<file path="config.mk">
export PLATFORM = sky130hd
export DESIGN_NAME = gate_scan_shifter
export DESIGN_NICKNAME = d
export VERILOG_FILES = /design/src/rtl/gsc_pkg.sv /design/src/rtl/gsc_shift_chain.sv /design/src/rtl/gsc_scan_mode.sv /design/src/rtl/gsc_out_stage.sv /design/src/rtl/gate_scan_shifter.sv
export SDC_FILE = /design/constraint.sdc
export NUM_CORES = 1
export LEC_CHECK = 0
export BUFFER_PORTS_ARGS = -buffer_cell sky130_fd_sc_hd__clkbuf_2
export CAP_MARGIN = 5
export CORE_ASPECT_RATIO = 1.1
export CORE_MARGIN = 2
export CORE_UTILIZATION = 45
export DETAILED_ROUTE_END_ITERATION = 8
export PLACE_DENSITY = 0.63
export SYNTH_ARGS = -nofsm -noshare
export SYNTH_HDL_FRONTEND = slang
export SYNTH_SLANG_ARGS = --single-unit
</file>
<file path="constraint.sdc">
create_clock -name clk -period 1.4 [get_ports clk]
set_input_delay 0.07 -clock clk [delete_from_list [all_inputs] [get_ports clk]]
set_output_delay 0.07 -clock clk [all_outputs]
set_load 0.01 [all_outputs]
</file>
<file path="src/rtl/gsc_pkg.sv">
package gsc_pkg;

  // Direction of travel as held in the mode register.
  typedef enum logic {
    GSC_REV = 1'b0,
    GSC_FWD = 1'b1
  } gsc_dir_e;

  // Select the neighbour that feeds a row's partner output in double scan:
  // the stage behind it in the direction of travel.
  function automatic logic gsc_partner(input logic fwd, input logic below, input logic above);
    return fwd ? below : above;
  endfunction

  // Own-row drive: in double scan the trim input must be high.
  function automatic logic gsc_own_row(input logic tok, input logic dbl, input logic trim_hi);
    return tok & (~dbl | trim_hi);
  endfunction

endpackage

</file>
<file path="src/rtl/gsc_shift_chain.sv">
module gsc_shift_chain #(
  parameter int N = 240
) (
  input  logic         clk,
  input  logic         rst_n,
  input  logic         dir_fwd,
  input  logic         head_in,
  input  logic         tail_in,
  output logic [N-1:0] stage_q
);

  logic [N-1:0] fwd_next;
  logic [N-1:0] rev_next;

  assign fwd_next = {stage_q[N-2:0], head_in};
  assign rev_next = {tail_in, stage_q[N-1:1]};

  always_ff @(posedge clk) begin
    if (!rst_n) begin
      stage_q <= '0;
    end else if (dir_fwd) begin
      stage_q <= fwd_next;
    end else begin
      stage_q <= rev_next;
    end
  end

endmodule

</file>
<file path="src/rtl/gsc_scan_mode.sv">
module gsc_scan_mode
  import gsc_pkg::*;
(
  input  logic     clk,
  input  logic     rst_n,
  input  logic     dir_fwd,
  input  logic     dbl_scan,
  output gsc_dir_e dir_q,
  output logic     ds_q
);

  always_ff @(posedge clk) begin
    if (!rst_n) begin
      dir_q <= GSC_FWD;
      ds_q  <= 1'b0;
    end else begin
      dir_q <= dir_fwd ? GSC_FWD : GSC_REV;
      ds_q  <= dbl_scan;
    end
  end

endmodule

</file>
<file path="src/rtl/gsc_out_stage.sv">
module gsc_out_stage
  import gsc_pkg::*;
#(
  parameter int N = 240
) (
  input  logic [N-1:0] stage_q,
  input  logic         fwd_q,
  input  logic         ds_q,
  input  logic         dbl_width,
  input  logic         oe,
  output logic [N-1:0] pair_hit,
  output logic [N-1:0] own_hit,
  output logic [N-1:0] scan_out
);

  for (genvar i = 0; i < N; i++) begin : g_row
    logic below;
    logic above;
    if (i == 0) begin : g_lo_end
      assign below = 1'b0;
    end else begin : g_lo_mid
      assign below = stage_q[i-1];
    end
    if (i == N - 1) begin : g_hi_end
      assign above = 1'b0;
    end else begin : g_hi_mid
      assign above = stage_q[i+1];
    end
    assign pair_hit[i] = ds_q & gsc_partner(fwd_q, below, above);
    assign own_hit[i]  = gsc_own_row(stage_q[i], ds_q, dbl_width);
    assign scan_out[i] = oe & (own_hit[i] | pair_hit[i]);
  end

endmodule

</file>
<file path="src/rtl/gate_scan_shifter.sv">
module gate_scan_shifter
  import gsc_pkg::*;
#(
  parameter int NUM_STAGES = 240
) (
  input  logic                  clk,
  input  logic                  rst_n,
  input  logic                  dir_fwd,
  input  logic                  oe,
  input  logic                  dbl_scan,
  input  logic                  dbl_width,
  input  logic                  pulse_a_in,
  output logic                  pulse_a_out,
  output logic                  pulse_a_oe,
  input  logic                  pulse_b_in,
  output logic                  pulse_b_out,
  output logic                  pulse_b_oe,
  output logic [NUM_STAGES-1:0] scan_out
);

  localparam int LAST = NUM_STAGES - 1;

  logic [NUM_STAGES-1:0] stage_q;
  logic [NUM_STAGES-1:0] pair_hit;
  logic [NUM_STAGES-1:0] own_hit;
  gsc_dir_e              dir_q;
  logic                  fwd_q;
  logic                  ds_q;

  gsc_shift_chain #(.N(NUM_STAGES)) u_chain (
    .clk     (clk),
    .rst_n   (rst_n),
    .dir_fwd (dir_fwd),
    .head_in (pulse_a_in),
    .tail_in (pulse_b_in),
    .stage_q (stage_q)
  );

  gsc_scan_mode u_mode (
    .clk      (clk),
    .rst_n    (rst_n),
    .dir_fwd  (dir_fwd),
    .dbl_scan (dbl_scan),
    .dir_q    (dir_q),
    .ds_q     (ds_q)
  );

  assign fwd_q = (dir_q == GSC_FWD);

  gsc_out_stage #(.N(NUM_STAGES)) u_out (
    .stage_q   (stage_q),
    .fwd_q     (fwd_q),
    .ds_q      (ds_q),
    .dbl_width (dbl_width),
    .oe        (oe),
    .pair_hit  (pair_hit),
    .own_hit   (own_hit),
    .scan_out  (scan_out)
  );

  // Cascade ports: the exit end drives the token leaving the last stage.
  assign pulse_b_oe  = fwd_q;
  assign pulse_a_oe  = ~fwd_q;
  assign pulse_b_out = fwd_q & stage_q[LAST];
  assign pulse_a_out = ~fwd_q & stage_q[0];

endmodule

</file>
==> metrics, run 1 <==
worst hold margin 0.377 ns; post-DP HPWL 24200 um; Core Area 0.0321 mm2; DP Cell Count 1950; GPL Wtd Cong 0.784; slowest cell on the critical path dfxtp_4; Synth cell types 16; Final Max Slew Viols 0; worst slew pin tran 0.361 ns; num ports roughly 250; CP Buf/Inv Count 4; Slew headroom 0.759; Fill cells between 2000 and 3000; CTS buffer count 28; initial core utilization 0.454; grt total ovfl 0; Final setup viols between 200 and 250; Total GRT Usage 0.214; buffer depth of the longest clock path 3; Sequential Power Share 0.436; NetSw around 0.0038 W; Cell Chain, Critical Path buf_6, nand2_8, buf_12, buf_12, o2bb2ai_4, clkbuf_2; Req. time, crit path 1.33 ns; Leak 8.18 nW; cell family with most CP delay buffers and inverters; largest net degree at the start of global routing 87; RSZ-0062 raised after global routing yes; crit path DAT 1.87 ns; Yosys warning total 0; fmax 516 MHz; Final Hold Fails 0; Worst setup EP type primary output; Yosys reg bits 242; DRT antenna net count 0; Hold/Removal Path Class in -> reg; Via density 5.49; Startpoint Class flip-flop; vias in the first global route roughly 11000; cell repeated most along the worst path buf_12; Port Buf Inserts between 200 and 300; Seq/Total Area, Yosys 0.332; Pint between 0.01 and 0.015 W; switching share of power 0.239; outcome finished, violations left; vias roughly 11000; initial antenna violation count 2; min Tclk post-route 1.94 ns; Gate power share 0.121; share of layout cells above drive strength 1 0.378; Final Power 0.0158 W; Synth-to-Final Area Change 33.5%; CP max FO 15; Sink Count 242; first-pass GRT wire length 59700 um; routed length per instance 18.9 um; violated checks setup timing; post-synthesis cell area approximately 0.015 mm2; clk_skew 0.0102 ns; final std cells w/o fill 2060; Peak VDD IR 919 uV; Row Count between 60 and 70; CTS tree yes; Synthesized Nets 1352; clock power share 0.443; DRC Markers 0; CP max stage delay 0.36 ns; drt first pass iters 5; Max Cap Viol 0; Die W approximately 180 um; pre-CTS worst setup slack -0.0891 ns; WS Path Type reg -> out; Clock Pin Slew Worst Setup and Hold Paths 0.06 ns; Die H a little under 200 um; H-tree levels 1; Total Wirelength 39000 um; final period utilization 1.38; fin nets 1622; setup ws final -0.539 ns; Post-Syn Instances 1344; die area 0.0339 mm2; final design utilization 0.607; Skew-Pair Late Insertion Delay roughly 0.54 ns; CTS root buf clkbuf_16; PD cells 813 mW/mm2; Initial DRC Count about 530; Mean Syn Cell Area 10.9 um2
[cells in the mapped netlist]
master     count  area share
clkbuf_1      43       0.011
buf_8          6      0.0062
inv_1          1     0.00026
buf_4         42       0.022
nor2b_1      243        0.10
o2bb2ai_2     60       0.062
a32oi_1        2      0.0012
o2bb2ai_1    178        0.11
buf_6         18       0.014
dfxtp_1      242        0.33
buf_2         23      0.0079
nand2_1        1     0.00026
mux2i_1      478        0.33
and2_1         3      0.0013
buf_12         2      0.0027
nand2b_1       2     0.00086
[final cells by class]
cell class	instances	area, um2	area share
multi-input combinational	968	9830	0.505
sequential	242	4850	0.249
timing repair buffer	373	3360	0.173
clock buffer	43	858	0.0441
tap	426	533	0.0274
clock inverter	6	36.3	0.00186
inverter	1	3.75	0.000193
antenna	1	2.50	0.000128
[power groups by stage]
stage,combinational [W],clock (W),sequential [W]
2_1_floorplan,0.00112,0,0.00705
3_3_place_gp,0.00142,0,0.00706
3_5_place_dp,0.00143,0,0.00706
4_1_cts,0.00173,0.00721,0.00690
5_1_grt,0.00200,0.00751,0.00690
6_report,0.00191,0.00702,0.00691
[repair_timing]
item	CTS	global route
pin swaps	4	4
hold buffers	7	0
resized for setup	84	182
gates cloned	11	10
endpoints found under the setup margin	244	246
setup buffers	24	8
hold endpoints to repair	24	0
[per-layer routing]
layer,up-vias,routed length [um],track usage
met4,2,598,0.0505
li1,5526,-,-
met5,-,13,0
met2,218,18600,0.356
met3,45,1660,0.0290
met1,5521,18200,0.295
[per-stage QoR]
step | TNS, ns | cell area, um2
2_1_floorplan | 0 | 14600
3_3_place_gp | -0.443 | 16500
3_5_place_dp | -0.532 | 16500
4_1_cts | -115.55 | 18500
5_1_grt | -128.57 | 19500
6_report | -113.05 | 19500
[cells in the final DEF (no fill, tap or decap), types with 2 or more instances in the layout]
master	count
buf_2	40
buf_4	35
mux2i_2	66
dlygate4sd3_1	7
clkbuf_1	6
o2bb2ai_2	110
a32oi_1	2
and2_1	2
clkbuf_2	198
buf_12	38
o2bb2ai_4	17
bufbuf_16	4
mux2i_1	404
mux2i_4	8
clkbuf_8	8
nor2b_1	243
clkinv_2	4
dfxtp_4	2
buf_6	25
o2bb2ai_1	111
buf_8	2
dfxtp_1	240
clkbuf_16	38
buf_16	15
[cell families after synthesis]
| kind of cell | share of synthesized area |
|---|---|
| DFF | 0.332 |
| muxes | 0.328 |
| buffers and inverters | 0.0636 |
| and+or+nand+nor | 0.107 |
| AOI/OAI and AO/OA | 0.170 |
[worst reg2reg max path: stages, from the launching register on]
cell	delay (ns)
dfxtp_1	0.52
mux2i_1	0.11
dlygate4sd3_1	0.58
nor2b_1	0.10
[final timing paths]
| kind | start | to | slack, ns | depth (start not counted) |
|---|---|---|---|---|
| worst max-delay path | u_mode.ds_q$_SDFF_PN0_ | scan_out[4] | -0.54 | 6 |
| worst min-delay path | dbl_scan | u_mode.ds_q$_SDFF_PN0_ | 0.38 | 3 |
| worst max register to register | u_chain.stage_q[1]$_SDFF_PN0_ | u_chain.stage_q[0]$_SDFF_PN0_ | 0.03 | 3 |
| worst min register to register | u_chain.stage_q[211]$_SDFF_PN0_ | u_chain.stage_q[210]$_SDFF_PN0_ | 0.57 | 2 |
[registers in the layout (all words and copies together), names as in the netlist]
register,count
u_chain.stage_q,240
u_mode.ds_q,1
u_mode.dir_q,1
No activity file was read; power rests on OpenSTA's default activity.
==> run 2: changes to the inputs <==
--- a/config.mk
+++ b/config.mk
@@ -8,7 +8,7 @@
 export BUFFER_PORTS_ARGS = -buffer_cell sky130_fd_sc_hd__clkbuf_2
 export CAP_MARGIN = 5
 export CORE_ASPECT_RATIO = 1.1
-export CORE_MARGIN = 2
+export CORE_MARGIN = 5
 export CORE_UTILIZATION = 45
 export DETAILED_ROUTE_END_ITERATION = 8
 export PLACE_DENSITY = 0.63
==> constraint.sdc (replaced) <==
create_clock -name clk -period 1.4 [get_ports clk]
set_input_delay 0.42 -clock clk [delete_from_list [all_inputs] [get_ports clk]]
set_output_delay 0.42 -clock clk [all_outputs]
set_load 0.01 [all_outputs]
==> run 2 against run 1 <==
Compared with the run above:
- the run still ends with setup timing left
- worst hold slack got worse by 0.26 ns
- die area up 6.6%
- core utilization grew 0.14 points
- clock skew up 0.0068 ns
- critical path type unchanged
==> metrics, run 2 (same netlist as run 1, synthesis figures left out) <==
grt total ovfl 0 (unchanged); count of hold-fix buffers inserted at cts 0 (-7); vias 11292 (-0.18%); initial antenna violation count 2 (unchanged); initial core utilization 0.453 (-0.00122); CTS buffer count 27 (-3.6%); CP Buf/Inv Count 4 (unchanged); slowest cell on the critical path dfxtp_4; Worst setup EP type primary output; Slew headroom 0.733 (-0.0259); WS Path Type reg -> out; violated checks setup timing; die area 0.0361 mm2 (+6.6%); num ports 252 (unchanged); Via density 5.42 (-1.4%); Port Buf Inserts 251 (unchanged); Placed Area 0.0171 mm2 (+3.6%); GR Util met1 0.267 (-0.0274); Skew-Pair Late Insertion Delay 0.52 ns (-0.02 ns); vias in the first global route 11051 (+0.52%); Total Wirelength 39600 um (+1.4%); met2 Resource Use GR 0.328 (-0.0273); Peak VDD IR 666 uV (-28%); CP max stage delay 0.40 ns (+0.04 ns); Leak 8.41 nW (+2.8%); Initial DRC Count 451 (-15%); pre-CTS worst setup slack -0.556 ns (-0.467 ns); crit path DAT 1.87 ns (about the same); GRT busiest layer met2; Max Cap Viol 0 (unchanged); share of layout cells above drive strength 1 0.366 (-0.0119); Final setup viols 244 (unchanged); outcome finished, violations left; buffer depth of the longest clock path 3 (unchanged); first-pass GRT wire length 60600 um (+1.6%); Final Max Slew Viols 0 (unchanged); Reg with most FFs u_chain.stage_q; Req. time, crit path 0.98 ns (-0.35 ns); most common cell after layout, fill and taps aside mux2i_1; Finished Cell Area 0.0196 mm2 (+0.49%); post-DP HPWL 25600 um (+6.0%); worst hold margin 0.114 ns (-0.263 ns); clk_skew 0.0170 ns (+0.00683 ns); Final Hold Fails 0 (unchanged); Synth-to-Final Area Change 34.2%; final period utilization 1.64 (+0.251); largest registers u_chain.stage_q: 240 flops, u_mode.dir_q: 1 flops, u_mode.ds_q: 1 flops; GR Util met3 0.0466 (+0.0177); CTS tree yes; Fill cells 2725 (-0.37%); DRC Markers 0 (unchanged); drt first pass iters 6 (+1); Core Area 0.0322 mm2 (+0.27%); Die W 182 um (+3.4%); PD cells 791 mW/mm2 (-2.7%); GPL Wtd Cong 0.757 (-3.5%); DRT antenna net count 0 (unchanged); H-tree levels 1 (unchanged); routed length per instance 19.0 um (+0.18%); setup TNS -198.87 ns (-85.82 ns); cell family with most CP delay buffers and inverters; Row Count 69 (unchanged); fmax 437 MHz (-15%); setup ws final -0.890 ns (-0.352 ns); RSZ-0062 raised after global routing yes; CTS root buf clkbuf_16; Clock Pin Slew Worst Setup and Hold Paths 0.06 ns (about the same); Cell Chain, Critical Path buf_4, clkbuf_16, buf_16, mux2i_1, o2bb2ai_2, buf_2; largest net degree at the start of global routing 57 (-34%); Hold/Removal Path Class in -> reg; worst slew pin tran 0.400 ns (+0.0394 ns); Total GRT Usage 0.199 (-0.0151); Sink Count 242 (unchanged); min Tclk post-route 2.29 ns (+0.352 ns); max FFs per register 240 (unchanged); CP max FO 13 (-2); Diodes inserted 0 (-1); final design utilization 0.608 (+0.00136); Startpoint Class flip-flop; most frequent cells in the layout mux2i_1, nor2b_1, dfxtp_1; fin nets 1650 (+1.7%); Die H 199 um (+3.1%)
## run 2: changes by cell type in the layout (fill, tap and decap cells not counted), moves of 7 or more
cell | previous run | this run
buf_4 | 35 | 75
mux2i_2 | 66 | 33
clkbuf_2 | 198 | 174
mux2i_1 | 404 | 428
o2bb2ai_2 | 110 | 92
o2bb2ai_1 | 111 | 127
buf_2 | 40 | 50
mux2i_4 | 8 | 17
dlygate4sd3_1 | 7 | 0
## run 2: final timing paths
path	startpoint	end	slack (ns)	cells after the start
min	dbl_scan	u_mode.ds_q$_SDFF_PN0_	0.11	2
min reg2reg	u_chain.stage_q[10]$_SDFF_PN0_	u_chain.stage_q[11]$_SDFF_PN0_	0.55	2
max reg2reg	u_chain.stage_q[224]$_SDFF_PN0_	u_chain.stage_q[223]$_SDFF_PN0_	0.55	2
max	u_mode.dir_q$_SDFF_PN1_	scan_out[28]	-0.89	6
## run 2: what timing repair did
| item | in CTS | in global routing |
|---|---|---|
| cloned | 9 | 11 |
| resized for setup | 76 | 162 |
| setup buffers | 16 | 18 |
| pin swaps | 1 | 2 |
| endpoints found under the hold margin | 0 | 0 |
| endpoints found under the setup margin | 244 | 244 |
## run 2: area by class of cell
cell class                      count  area [um2]  area share
Sequential cell                   242        4850       0.248
Clock inverter                      5        50.0     0.00256
Inverter                            1        3.75    0.000192
Timing Repair Buffer              403        3630       0.185
Tap cell                          426         533      0.0272
Multi-Input combinational cell    967        9740       0.497
Clock buffer                       41         778      0.0397
## run 2: through the flow
step,power [W],cells
3_5_place_dp,0.00854,1989
5_1_grt,0.0161,2085
6_report,0.0155,2085
3_3_place_gp,0.00853,1989
4_1_cts,0.0155,2058
2_1_floorplan,0.00823,1344
## run 2: worst register-to-register path, stage by stage (launching register included)
cell and delay, ns:
dfxtp_1 0.52, mux2i_1 0.15, nor2b_1 0.12
## run 2: metal layers
metal | vias to the layer above | part of all wire
li1 | 5594 | -
met1 | 5433 | 0.46
met2 | 218 | 0.47
met3 | 43 | 0.056
met4 | 4 | 0.017
met5 | - | 0.00096
## run 2: power breakdown
group / switching, W / total (W) / internal, W
sequential: 0.0000145 / 0.00691 / 0.00689
combinational: 0.000936 / 0.00191 / 0.000977
clock: 0.00271 / 0.00668 / 0.00397
total: 0.00366 / 0.0155 / 0.0118
